## src/rtl/bsp_pkg.sv

```systemverilog
package bsp_pkg;
  typedef enum logic [1:0] {
    ST_IDLE  = 2'd0,
    ST_SHIFT = 2'd1,
    ST_CLOSE = 2'd2,
    ST_RESP  = 2'd3
  } bsp_state_e;

  typedef enum logic {
    DIR_SEND  = 1'b0,
    DIR_FETCH = 1'b1
  } bsp_dir_e;
endpackage

```

## src/rtl/bsp_bit_sync.sv

```systemverilog
module bsp_bit_sync #(
  parameter int  STAGES    = 2,
  parameter bit  RESET_VAL = 1'b0
) (
  input  logic clk,
  input  logic rst_n,
  input  logic d,
  output logic q
);
  generate
    if (STAGES <= 1) begin : g_single
      logic r;
      always_ff @(posedge clk or negedge rst_n) begin
        if (!rst_n) r <= RESET_VAL;
        else        r <= d;
      end
      assign q = r;
    end else begin : g_chain
      logic [STAGES-1:0] r;
      always_ff @(posedge clk or negedge rst_n) begin
        if (!rst_n) r <= {STAGES{RESET_VAL}};
        else        r <= {r[STAGES-2:0], d};
      end
      assign q = r[STAGES-1];
    end
  endgenerate
endmodule

```

## src/rtl/bsp_shift_core.sv

```systemverilog
module bsp_shift_core #(
  parameter int DATA_W = 8
) (
  input  logic              clk,
  input  logic              rst_n,
  input  logic              load,
  input  bsp_pkg::bsp_dir_e load_dir,
  input  logic [DATA_W-1:0] load_byte,
  input  logic              step,
  input  logic              sdi,
  output logic [DATA_W-1:0] shreg,
  output logic              last_step
);
  import bsp_pkg::*;

  localparam int CNT_W = $clog2(DATA_W + 1);
  localparam logic [CNT_W-1:0] LAST_IDX = CNT_W'(DATA_W - 1);

  logic [CNT_W-1:0] bit_cnt;

  always_ff @(posedge clk or negedge rst_n) begin
    if (!rst_n) begin
      shreg   <= '0;
      bit_cnt <= '0;
    end else if (load) begin
      shreg   <= (load_dir == DIR_FETCH) ? '0 : load_byte;
      bit_cnt <= '0;
    end else if (step) begin
      shreg   <= {shreg[DATA_W-2:0], sdi};
      bit_cnt <= bit_cnt + 1'b1;
    end
  end

  assign last_step = step && (bit_cnt == LAST_IDX);
endmodule

```

## src/rtl/bsp_close_timer.sv

```systemverilog
module bsp_close_timer #(
  parameter int TICK_CYC   = 2500,
  parameter int POLL_LIMIT = 3200
) (
  input  logic clk,
  input  logic rst_n,
  input  logic run,
  output logic expired
);
  localparam int TW = $clog2(TICK_CYC + 1);
  localparam int PW = $clog2(POLL_LIMIT + 1);
  localparam logic [TW-1:0] TICK_LAST = TW'(TICK_CYC - 1);
  localparam logic [PW-1:0] POLL_END  = PW'(POLL_LIMIT);

  logic [TW-1:0] tick_cnt;
  logic [PW-1:0] poll_cnt;

  always_ff @(posedge clk or negedge rst_n) begin
    if (!rst_n) begin
      tick_cnt <= '0;
      poll_cnt <= '0;
    end else if (!run) begin
      tick_cnt <= '0;
      poll_cnt <= '0;
    end else if (poll_cnt != POLL_END) begin
      if (tick_cnt == TICK_LAST) begin
        tick_cnt <= '0;
        poll_cnt <= poll_cnt + 1'b1;
      end else begin
        tick_cnt <= tick_cnt + 1'b1;
      end
    end
  end

  assign expired = run && (poll_cnt == POLL_END);
endmodule

```

## src/rtl/byte_shift_port.sv

```systemverilog
module byte_shift_port #(
  parameter int DATA_W      = 8,
  parameter int SYNC_STAGES = 2,
  parameter int CLK_HZ      = 250_000_000,
  parameter int POLL_US     = 10,
  parameter int POLL_LIMIT  = 3200
) (
  input  logic              clk,
  input  logic              rst_n,
  input  logic              cmd_valid,
  output logic              cmd_ready,
  input  logic              cmd_dir,
  input  logic [DATA_W-1:0] cmd_byte,
  output logic              rsp_valid,
  input  logic              rsp_ready,
  output logic [DATA_W-1:0] rsp_byte,
  output logic              rsp_timeout,
  output logic              anomaly,
  output logic              proto_err,
  input  logic              peer_sclk,
  input  logic              peer_sdi,
  output logic              peer_sdo,
  output logic              req_n,
  input  logic              ack_n
);
  import bsp_pkg::*;

  localparam int CYC_PER_US = CLK_HZ / 1_000_000;
  localparam int TICK_CYC   = (CYC_PER_US * POLL_US > 0) ? CYC_PER_US * POLL_US : 1;

  bsp_state_e        state;
  bsp_dir_e          dir_q;
  logic              sclk_s, sdi_s, ack_s, sclk_prev;
  logic              sclk_rise, take, step, last_step, expired;
  logic [DATA_W-1:0] shreg;
  logic [DATA_W-1:0] rsp_byte_q;
  logic              req_n_q, rsp_to_q, anomaly_q, proto_q;

  bsp_bit_sync #(.STAGES(SYNC_STAGES), .RESET_VAL(1'b0)) u_sync_sclk (
    .clk(clk), .rst_n(rst_n), .d(peer_sclk), .q(sclk_s));
  bsp_bit_sync #(.STAGES(SYNC_STAGES), .RESET_VAL(1'b0)) u_sync_sdi (
    .clk(clk), .rst_n(rst_n), .d(peer_sdi), .q(sdi_s));
  bsp_bit_sync #(.STAGES(SYNC_STAGES), .RESET_VAL(1'b1)) u_sync_ack (
    .clk(clk), .rst_n(rst_n), .d(ack_n), .q(ack_s));

  always_ff @(posedge clk or negedge rst_n) begin
    if (!rst_n) sclk_prev <= 1'b0;
    else        sclk_prev <= sclk_s;
  end

  assign sclk_rise = sclk_s && !sclk_prev;
  assign take      = cmd_valid && (state == ST_IDLE);
  assign step      = (state == ST_SHIFT) && sclk_rise;

  bsp_shift_core #(.DATA_W(DATA_W)) u_shift (
    .clk       (clk),
    .rst_n     (rst_n),
    .load      (take),
    .load_dir  (bsp_dir_e'(cmd_dir)),
    .load_byte (cmd_byte),
    .step      (step),
    .sdi       (sdi_s),
    .shreg     (shreg),
    .last_step (last_step)
  );

  bsp_close_timer #(.TICK_CYC(TICK_CYC), .POLL_LIMIT(POLL_LIMIT)) u_timer (
    .clk     (clk),
    .rst_n   (rst_n),
    .run     (state == ST_CLOSE),
    .expired (expired)
  );

  // Transfer sequencer: idle -> shift -> close -> respond
  always_ff @(posedge clk or negedge rst_n) begin
    if (!rst_n) begin
      state      <= ST_IDLE;
      dir_q      <= DIR_SEND;
      req_n_q    <= 1'b1;
      rsp_byte_q <= '0;
      rsp_to_q   <= 1'b0;
      anomaly_q  <= 1'b0;
    end else begin
      anomaly_q <= 1'b0;
      unique case (state)
        ST_IDLE: begin
          if (take) begin
            dir_q   <= bsp_dir_e'(cmd_dir);
            req_n_q <= 1'b0;
            state   <= ST_SHIFT;
          end
        end
        ST_SHIFT: begin
          if (last_step) begin
            if (dir_q == DIR_FETCH) rsp_byte_q <= {shreg[DATA_W-2:0], sdi_s};
            anomaly_q <= ack_s;
            req_n_q   <= 1'b1;
            state     <= ST_CLOSE;
          end
        end
        ST_CLOSE: begin
          if (ack_s) begin
            rsp_to_q <= 1'b0;
            state    <= ST_RESP;
          end else if (expired) begin
            rsp_to_q <= 1'b1;
            state    <= ST_RESP;
          end
        end
        ST_RESP: begin
          if (rsp_ready) state <= ST_IDLE;
        end
        default: state <= ST_IDLE;
      endcase
    end
  end

  always_ff @(posedge clk or negedge rst_n) begin
    if (!rst_n) proto_q <= 1'b0;
    else        proto_q <= cmd_valid && (state != ST_IDLE);
  end

  assign cmd_ready   = (state == ST_IDLE);
  assign rsp_valid   = (state == ST_RESP);
  assign rsp_byte    = rsp_byte_q;
  assign rsp_timeout = rsp_to_q;
  assign anomaly     = anomaly_q;
  assign proto_err   = proto_q;
  assign req_n       = req_n_q;
  assign peer_sdo    = (state == ST_SHIFT && dir_q == DIR_SEND) ? shreg[DATA_W-1] : 1'b1;
endmodule

```

## config.mk

```make
export PLATFORM = sky130hd
export DESIGN_NAME = byte_shift_port
export DESIGN_NICKNAME = d
export VERILOG_FILES = /design/src/rtl/bsp_pkg.sv /design/src/rtl/bsp_bit_sync.sv /design/src/rtl/bsp_shift_core.sv /design/src/rtl/bsp_close_timer.sv /design/src/rtl/byte_shift_port.sv
export SDC_FILE = /design/constraint.sdc
export NUM_CORES = 1
export LEC_CHECK = 0
export ABC_AREA = 1
export BUFFER_PORTS_ARGS = -buffer_cell sky130_fd_sc_hd__buf_2
export CAP_MARGIN = 20
export CELL_PAD_IN_SITES_DETAIL_PLACEMENT = 0
export CELL_PAD_IN_SITES_GLOBAL_PLACEMENT = 2
export CORE_ASPECT_RATIO = 1.5
export CORE_MARGIN = 1
export CORE_UTILIZATION = 37
export DETAILED_ROUTE_END_ITERATION = 8
export GPL_TIMING_DRIVEN = 0
export PLACE_DENSITY_LB_ADDON = 0.1
export SLEW_MARGIN = 25
export SYNTH_ARGS = -nofsm -noshare
export SYNTH_HDL_FRONTEND = slang
export SYNTH_SLANG_ARGS = --single-unit
```

## constraint.sdc

```tcl
create_clock -name clk -period 2.4 [get_ports clk]
set_clock_uncertainty 0.15 [all_clocks]
set_input_delay 0.6 -clock clk [delete_from_list [all_inputs] [get_ports clk]]
set_output_delay 0.6 -clock clk [all_outputs]
set_load 0.1 [all_outputs]
```

==> flow_metrics.py, run 1 <==
metrics = {
    "outcome": {
        "status": "finished, final reports clean",
    },
    "min_path": {
        "hold_path.class": "input pin to asynchronous set/reset pin",
    },
    "pwr": {
        "netSwitchingPower_w": 0.00141,
        "cellPowerDensity_nw_per_um2": 1040,
        "vdd_drop_max_mv": 0.795,
        "comb_power_share_pct": 29.2,
        "switching_share_pct": 35.9,
        "internal_power_w": 0.00251,
        "clock_power_share_pct": 39.2,
        "seq_power_share_pct": 31.6,
        "leakagePower_nw": 1.85,
    },
    "setup_path": {
        "crit_cells": 3,
        "critPathLaunch": "state[0]",
        "cp_max_fo": 6,
        "r2r-end": "u_shift.shreg[7]",
        "cpMaxStageDelayCell": "dfrtp_1",
        "endpoint": "cmd_ready",
        "slowest_delay_ns": 0.41,
        "crit_buf_inv": 2,
        "path_cells": "inv_1 -> ha_1 -> clkbuf_4",
        "ff2ff_setup_slack_ns": 0.40,
        "cp_top_family": "buffers and inverters",
        "worstSetupPathType": "register to output pin",
        "startpoint_type": "register",
        "required_ns": 1.65,
        "reg2reg_from": "state[1]",
        "arrival_ns": 1.51,
        "reg2reg_depth": 7,
        "cp-end-kind": "output pin",
    },
    "floorplan": {
        "die_w_um": 77.2,
        "rows": 40,
        "dieArea_um2": 8860,
        "die_h_um": 115,
        "io_pins": 31,
        "initial_core_util_pct": 38.7,
        "core_region_area_um2": 8110,
    },
    "timing": {
        "max_freq_ghz": 0.442,
        "period_share_pct": 94.2,
        "layout_min_cycle_time_ns": 2.26,
        "finalSetupTns_ns": 0,
        "timing.final.ws_setup_ns": 0.139,
        "final_max_slew_viol_count": 0,
        "finalHoldViolCount": 0,
        "rsz0062_at_grt": "no",
        "setup_viol": 0,
        "slew_headroom_pct": 48.2,
        "worst_pin_slew_ns": 0.777,
    },
    "yosys": {
        "synth_top_area_share_pct": 43.8,
        "synth_area_um2": 3140,
        "netlist_instances": 410,
        "syn_nets": 434,
        "yosysUniqueCellTypes": 27,
        "yosysTopAreaCell": "dfrtp_1",
        "avgSynthCellArea_um2": 7.66,
        "yosys-top-cells-area": "dfrtp_1 44%, nand2_1 15%, nand3_1 6.1%",
        "seq_area_frac_synth_pct": 46.4,
        "yosysWarnings": 0,
        "ys_ff_latch": 58,
    },
    "job": {
        "drv_cap": 0,
    },
    "final_layout": {
        "drive_above_1_share_pct": 16.2,
        "areaGrowthSynthToFinish_pct": 20.6,
        "finalNetCount": 475,
        "design_area_um2": 3790,
        "n_antenna_cell": 0,
    },
    "placement": {
        "gp_congestion": 0.764,
        "dpl_cell_area_um2": 3420,
        "place.port_buffers": 30,
        "dpl.hpwl_um": 5480,
        "place_ws_ns": 0.355,
    },
    "clocking": {
        "cts_hold_buffers": 0,
        "cts.reportedPaths.clkPinSlew_ns": 0.06,
        "insertion_delay_ns": 0.33,
        "htreeDepth": 3,
        "cts_setup_buffers": 0,
        "cts_root_buf": "clkbuf_16",
        "numCtsBuffers": 9,
        "clockBufferDepth": 2,
        "cts_tree": "yes",
        "cts_sinks": 58,
    },
    "routing": {
        "drc_errors": 0,
        "viasPerCell": 4.87,
        "drt_iter0_drc": 119,
        "wl_um": 7610,
        "routedWlPerCell_um": 13.6,
        "ant_nets": 0,
        "vias": 2730,
        "drtPass1Iterations": 4,
    },
    "grt": {
        "overflow": 0,
        "antenna_found_initial": 0,
        "grt_pass1_vias": 2689,
        "grt_first_pass_wirelength_um": 13200,
        "grt_usage_pct": 19.4,
        "grt_max_degree": 59,
    },
}
## per-layer routing
metal	global-route usage [%]	vias up	part of all wire [%]	wire length, um
met5	0	-	0	0
met4	8.43	0	1.5	111
met3	3.73	9	3.0	231
met2	34.6	36	51	3910
met1	22.4	1273	44	3360
li1	-	1412	-	-
## flip-flops by register name, summed over array words and instances, names as in the netlist
| name | count |
|---|---|
| anomaly | 1 |
| dir_q | 1 |
| proto_err | 1 |
| req_n | 1 |
| rsp_byte | 8 |
| rsp_timeout | 1 |
| sclk_prev | 1 |
| state | 2 |
| u_shift.bit_cnt | 4 |
| u_shift.shreg | 8 |
| u_sync_ack.g_chain.r | 2 |
| u_sync_sclk.g_chain.r | 2 |
| u_sync_sdi.g_chain.r | 2 |
| u_timer.poll_cnt | 12 |
| u_timer.tick_cnt | 12 |
## synth_stat cells, drive strengths merged
library cell,number
nand3,38
nand4,14
a22oi,8
inv,47
dfrtp,55
ha,8
nor3,4
nor2,43
nor3b,1
nand2,129
o21ai,38
xor2,3
a21oi,9
buf,8
clkbuf,2
dfstp,3
## metrics by stage
| stage | util, % | power [W] | std cells | hold WS (ns) |
|---|---|---|---|---|
| 2_1_floorplan | - | 0.00212 | 410 | 0.154 |
| 3_3_place_gp | 42.2 | 0.00241 | 545 | 0.184 |
| 3_5_place_dp | 42.2 | 0.00241 | 545 | 0.197 |
| 4_1_cts | 46.6 | 0.00397 | 561 | 0.202 |
| 5_1_grt | 46.7 | 0.00416 | 561 | 0.207 |
| 6_report | 46.7 | 0.00392 | 561 | 0.159 |
## cell usage in the layout (no fill, tap or decap), types with 4 or more instances in the layout
cell type	netlist	final
nand2_1	124	124
dfrtp_1	55	55
inv_1	46	46
nor2_1	39	39
nand3_1	38	38
buf_2	5	32
o21ai_0	27	27
nand4_1	14	14
a21oi_1	9	9
clkbuf_16	0	9
a22oi_1	8	8
o21ai_2	8	8
ha_1	8	8
nand2_2	4	4
## power groups by stage
stage	combinational, W	sequential, W	clock, W
finish	0.00114	0.00124	0.00154
global route	0.00128	0.00127	0.00161
CTS	0.00117	0.00124	0.00156
detailed placement	0.00116	0.00125	0
global placement	0.00116	0.00125	0
floorplan	0.000794	0.00133	0
## area by class of cell
type,instances,area [um2]
timing repair buffer,30,161
buffer,10,67.6
clock buffer,12,256
clock inverter,4,97.6
multi-input combinational,295,1440
tap,105,131
fill,852,4320
inverter,47,176
sequential,58,1460
## worst register-to-register path, stage by stage (launching register included)
cell     delay, ns
dfrtp_1       0.40
inv_1         0.08
ha_1          0.22
nand2_1       0.08
nor2_1        0.07
a21oi_1       0.45
buf_2         0.32
o21ai_0       0.11
## logic make-up (layout without fill, tap and decap cells)
| family | after synthesis | count (layout) | synth area share, % |
|---|---|---|---|
| flops | 58 | 58 | 46.4 |
| fa+ha+maj | 8 | 8 | 3.19 |
| simple gates | 229 | 229 | 31.5 |
| buf+inv | 57 | 103 | 7.77 |
| xor+xnor | 3 | 3 | 0.837 |
| compound gates | 55 | 55 | 10.4 |
## worst min-delay path by stage
stage,from,to,slack [ns],cells past startpoint
floorplan,rst_n,anomaly,0.15,0
global placement,u_sync_sdi.g_chain.r[0],u_sync_sdi.g_chain.r[1],0.18,0
detailed placement,u_sync_ack.g_chain.r[0],u_sync_ack.g_chain.r[1],0.20,0
CTS,u_sync_sclk.g_chain.r[0],u_sync_sclk.g_chain.r[1],0.20,0
global route,u_sync_ack.g_chain.r[0],u_sync_ack.g_chain.r[1],0.21,0
finish,rst_n,u_timer.poll_cnt[5],0.16,1
## repair_timing
item / 4_1_cts / 5_1_grt
endpoints found under the setup margin: 1 / 2
resized for setup: 1 / 2
pin swaps: 0 / 0
gates cloned: 0 / 0
(Power assumes the default switching activity.)
==> run 2, diff against run 1 <==
--- a/config.mk
+++ b/config.mk
@@ -16,6 +16,7 @@
 export DETAILED_ROUTE_END_ITERATION = 8
 export GPL_TIMING_DRIVEN = 0
 export PLACE_DENSITY_LB_ADDON = 0.1
+export RECOVER_POWER = 25
 export SLEW_MARGIN = 25
 export SYNTH_ARGS = -nofsm -noshare
 export SYNTH_HDL_FRONTEND = slang
==> run 2 against run 1 <==
Compared with the run above: the flow now finishes with violations (max-capacitance violations, max-slew violations); global-route usage unchanged; non-clock buffer count stayed put; via count unchanged; die area did not move; fmax unchanged; highest routed layer unchanged; utilization is essentially flat.
==> flow_metrics.py, run 2 (same netlist as run 1, synthesis figures left out) <==
metrics = {
    "clocking": {
        "htreeDepth": 3,
        "cts_sinks": 58,
        "clockBufferDepth": 2,
        "cts_tree": "yes",
        "cts_setup_buffers": 0,
        "post_cts_resized": 1,
        "numCtsBuffers": 9,
        "cts_hold_buffers": 0,
        "cts_root_buf": "clkbuf_16",
        "insertion_delay_ns": 0.33,
        "cts.reportedPaths.clkPinSlew_ns": 0.06,
    },
    "timing": {
        "layout_min_cycle_time_ns": 2.26,
        "rsz0062_at_grt": "no",
        "finalHoldViolCount": 0,
        "period_share_pct": 94.2,
        "worst_pin_slew_ns": 1.51,
        "final_max_slew_viol_count": 59,
        "slew_headroom_pct": -0.888,
        "setup_viol": 0,
        "finalSetupTns_ns": 0,
        "max_freq_ghz": 0.442,
    },
    "floorplan": {
        "initial_core_util_pct": 38.7,
        "io_pins": 31,
        "die_w_um": 77.2,
        "rows": 40,
        "die_h_um": 115,
        "core_region_area_um2": 8110,
        "dieArea_um2": 8860,
    },
    "placement": {
        "dpl.hpwl_um": 5480,
        "gp_congestion": 0.764,
        "place.port_buffers": 30,
    },
    "min_path": {
        "hold_path.class": "register to register",
        "min_from": "u_sync_sclk.g_chain.r[0]",
        "worstHoldPathCells": 0,
    },
    "setup_path": {
        "required_ns": 1.65,
        "reg2reg_depth": 7,
        "cpMaxStageDelayCell": "dfrtp_1",
        "worstSetupPathType": "register to output pin",
        "reg2reg_from": "state[1]",
        "cp-end-kind": "output pin",
        "path_cells": "inv_1 -> ha_1 -> clkbuf_4",
        "startpoint_type": "register",
        "slowest_delay_ns": 0.41,
        "arrival_ns": 1.51,
        "cp_max_fo": 6,
        "critPathLaunch": "state[0]",
    },
    "grt": {
        "antenna_found_initial": 0,
        "grt_first_pass_wirelength_um": 13200,
        "grt_max_degree": 59,
        "grt_usage_pct": 19.4,
        "grt_pass1_vias": 2689,
        "overflow": 0,
    },
    "pwr": {
        "finalPower_w": 0.00392,
        "vdd_drop_max_mv": 0.795,
        "leakagePower_nw": 1.85,
        "cellPowerDensity_nw_per_um2": 1040,
    },
    "outcome": {
        "status": "finished, violations left",
        "violations": "max-capacitance violations, max-slew violations",
    },
    "routing": {
        "viasPerCell": 4.87,
        "wl_um": 7610,
        "ant_nets": 0,
        "vias": 2730,
        "drtPass1Iterations": 4,
        "drt_iter0_drc": 119,
        "drc_errors": 0,
        "routedWlPerCell_um": 13.6,
    },
    "final_layout": {
        "drive_above_1_share_pct": 16.2,
        "areaGrowthSynthToFinish_pct": 20.5,
        "n_antenna_cell": 0,
        "nFillCells": 853,
        "final_common_cell": "nand2_1",
        "finalNetCount": 475,
        "layout_common_cells": "124 x nand2_1, 55 x dfrtp_1, 46 x inv_1",
        "reg.largest.list": "u_timer.poll_cnt: 12 flops, u_timer.tick_cnt: 12 flops",
    },
    "job": {
        "drv_cap": 1,
    },
}
-- run 2: changes by cell type in the layout (fill, tap and decap cells not counted) --
cell | previous run | this run
clkbuf_2 | 0 | 1
buf_4 | 1 | 0
-- run 2: worst paths after layout --
kind | slack, ns | to
max | 0.14 | cmd_ready
min | 0.20 | u_sync_sclk.g_chain.r[1]
max reg2reg | 0.40 | u_shift.shreg[7]
min reg2reg | 0.20 | u_sync_sclk.g_chain.r[1]
max in group asynchronous | 0.69 | u_shift.bit_cnt[2]
min in group asynchronous | 0.45 | u_timer.poll_cnt[5]
-- run 2: layer usage --
| metal | vias up | wire (um) | global-route usage [%] |
|---|---|---|---|
| met1 | 1273 | 3360 | 22.4 |
| li1 | 1412 | - | - |
| met4 | 0 | 111 | 8.43 |
| met5 | - | 0 | 0 |
| met2 | 36 | 3910 | 34.6 |
| met3 | 9 | 230 | 3.73 |
-- run 2: where the power goes --
group	switching, W	internal, W	total (W)
sequential	0.000114	0.00113	0.00124
combinational	0.000826	0.000317	0.00114
clock	0.000466	0.00107	0.00154
-- run 2: cell type report --
type	instances	area, um2	share of cell area, %
tap	105	131	3.47
buffer	10	67.6	1.79
inverter	47	176	4.66
clock buffer	12	256	6.78
clock inverter	4	97.6	2.58
timing repair buffer	30	159	4.20
multi-input combinational	295	1440	38.1
sequential	58	1460	38.5
-- run 2: through the flow --
stage | cell area (um2) | setup WS, ns | util [%] | instances | hold slack [ns]
6_report | 3780 | 0.139 | 46.7 | 561 | 0.201
5_1_grt | 3780 | 0.0107 | 46.7 | 561 | 0.207
4_1_cts | 3780 | 0.0126 | 46.6 | 561 | 0.202
3_5_place_dp | 3420 | 0.355 | 42.2 | 545 | 0.197
3_3_place_gp | 3420 | 0.336 | 42.2 | 545 | 0.184
2_1_floorplan | 3140 | 0.0203 | - | 410 | 0.154
-- run 2: critical path: cells and delay by family (launching register included) --
kind	cells	cell delay, ns
buffers and inverters	2	0.47
DFF	1	0.41
adders and majority gates	1	0.29
==> run 3, diff against run 2 <==
==> constraint.sdc (replaced) <==
create_clock -name clk -period 2.94 [get_ports clk]
set_clock_uncertainty 0.15 [all_clocks]
set_input_delay 0.735 -clock clk [delete_from_list [all_inputs] [get_ports clk]]
set_output_delay 0.735 -clock clk [all_outputs]
set_load 0.1 [all_outputs]
==> run 3 against run 2 <==
Compared with the run above: the run still ends with max-capacitance violations, max-slew violations left; final area fell by 0.23%; power shrank 19%; critical path depth rose by 3; sequential power decreased by 19%; first-iteration DRC count decreased by 2.5%; wire length about the same; sequential share of layout area rose by 0.089 points.
==> flow_metrics.py, run 3 (same netlist as run 1, synthesis figures left out) <==
metrics = {
    "clocking": {
        "numCtsBuffers": 9,
        "cts.reportedPaths.clkPinSlew_ns": 0.06,
        "cts_sinks": 58,
        "cts_tree": "yes",
        "clockBufferDepth": 2,
        "post_cts_resized": 0,
        "cts_root_buf": "clkbuf_16",
        "cts_hold_buffers": 0,
        "htreeDepth": 3,
        "cts_setup_buffers": 0,
        "insertion_delay_ns": 0.33,
    },
    "timing": {
        "slew_headroom_pct": -0.737,
        "final_max_slew_viol_count": 58,
        "max_freq_ghz": 0.395,
        "rsz0062_at_grt": "no",
        "setup_viol": 0,
        "finalSetupTns_ns": 0,
        "timing.final.ws_setup_ns": 0.408,
        "finalHoldViolCount": 0,
        "holdWs_ns": 0.201,
        "layout_min_cycle_time_ns": 2.53,
        "worst_pin_slew_ns": 1.51,
        "period_share_pct": 86.1,
    },
    "setup_path": {
        "required_ns": 2.06,
        "reg2reg_from": "state[1]",
        "ff2ff_setup_slack_ns": 0.94,
        "worstSetupPathType": "register to output pin",
        "cp-end-kind": "output pin",
        "reg2reg_depth": 7,
        "startpoint_type": "register",
        "r2r-end": "u_shift.shreg[7]",
        "cp_max_fo": 4,
        "arrival_ns": 1.65,
    },
    "placement": {
        "dpl.hpwl_um": 5480,
        "place.port_buffers": 30,
        "gp_congestion": 0.764,
        "place_ws_ns": 0.760,
        "dp_cells": 545,
    },
    "floorplan": {
        "io_pins": 31,
        "dieArea_um2": 8860,
        "initial_core_util_pct": 38.7,
        "die_h_um": 115,
        "core_region_area_um2": 8110,
        "die_w_um": 77.2,
        "rows": 40,
    },
    "routing": {
        "viasPerCell": 4.87,
        "drtPass1Iterations": 5,
        "wl_um": 7610,
        "vias": 2733,
        "drt_iter0_drc": 116,
        "ant_nets": 0,
        "drc_errors": 0,
        "routedWlPerCell_um": 13.6,
    },
    "final_layout": {
        "drive_above_1_share_pct": 16.2,
        "finalNonFillerCells": 561,
        "n_antenna_cell": 0,
        "nFillCells": 856,
        "final_core_util_pct": 46.6,
        "final_common_cell": "nand2_1",
        "layout_common_cells": "124 x nand2_1, 55 x dfrtp_1, 46 x inv_1",
        "areaGrowthSynthToFinish_pct": 20.2,
        "finalNetCount": 475,
        "reg.largest.list": "u_timer.poll_cnt: 12 flops, u_timer.tick_cnt: 12 flops",
    },
    "pwr": {
        "cellPowerDensity_nw_per_um2": 845,
        "leakagePower_nw": 1.85,
        "vdd_drop_max_mv": 0.649,
    },
    "grt": {
        "grt_pass1_vias": 2688,
        "antenna_found_initial": 0,
        "grt_usage_pct": 19.3,
        "overflow": 0,
        "grt_max_degree": 59,
        "grt_first_pass_wirelength_um": 13100,
    },
    "min_path": {
        "hold_path.class": "register to register",
        "hold_end": "u_sync_sclk.g_chain.r[1]",
        "min_from": "u_sync_sclk.g_chain.r[0]",
        "worstHoldPathCells": 0,
    },
    "outcome": {
        "violations": "max-capacitance violations, max-slew violations",
        "status": "finished, violations left",
    },
    "job": {
        "drv_cap": 1,
    },
}
## run 3: cell count changes in the layout (fill, tap and decap cells not counted)
| cell | change |
|---|---|
| buf_2 | +2 |
| buf_6 | -1 |
| clkbuf_4 | -1 |
## run 3: metal layers
layer / vias up / wire [um] / GRT usage, %
li1: 1412 / - / -
met1: 1278 / 3360 / 22.4
met2: 34 / 3920 / 34.5
met3: 9 / 221 / 3.81
met4: 0 / 111 / 8.43
met5: - / 0 / 0
## run 3: worst max-delay path: stages, from the launching register on
cell and delay, ns:
dfrtp_1 0.40, inv_1 0.08, ha_1 0.22, inv_1 0.10
nor2_1 0.05, nand2_1 0.04, buf_2 0.43
## run 3: layout make-up
type	instances	area [um2]	share of cell area, %
Sequential cell	58	1460	38.5
Multi-Input combinational cell	295	1440	38.2
Clock buffer	12	256	6.79
Inverter	47	176	4.67
Timing Repair Buffer	30	150	3.98
Tap cell	105	131	3.48
Clock inverter	4	97.6	2.59
Buffer	10	67.6	1.79
## run 3: worst max-delay path by stage
stage / start / endpoint / slack, ns / cells after the start
global route: state[1] / peer_sdo / 0.29 / 6
floorplan: state[0] / u_shift.shreg[3] / 0.56 / 6
global placement: state[1] / peer_sdo / 0.74 / 6
finish: state[1] / peer_sdo / 0.41 / 6
CTS: state[1] / peer_sdo / 0.38 / 6
detailed placement: state[1] / peer_sdo / 0.76 / 6
## run 3: through the flow
stage | power, W | instance area (um2)
after detailed placement | 0.00197 | 3420
after global routing | 0.00339 | 3770
after floorplan | 0.00173 | 3140
after global placement | 0.00197 | 3420
final | 0.00319 | 3770
after CTS | 0.00324 | 3780
## run 3: report_power, final
group | switching (W) | internal (W)
logic | 0.000673 | 0.000250
registers | 0.0000923 | 0.000919
clock network | 0.000382 | 0.000874
total | 0.00115 | 0.00204
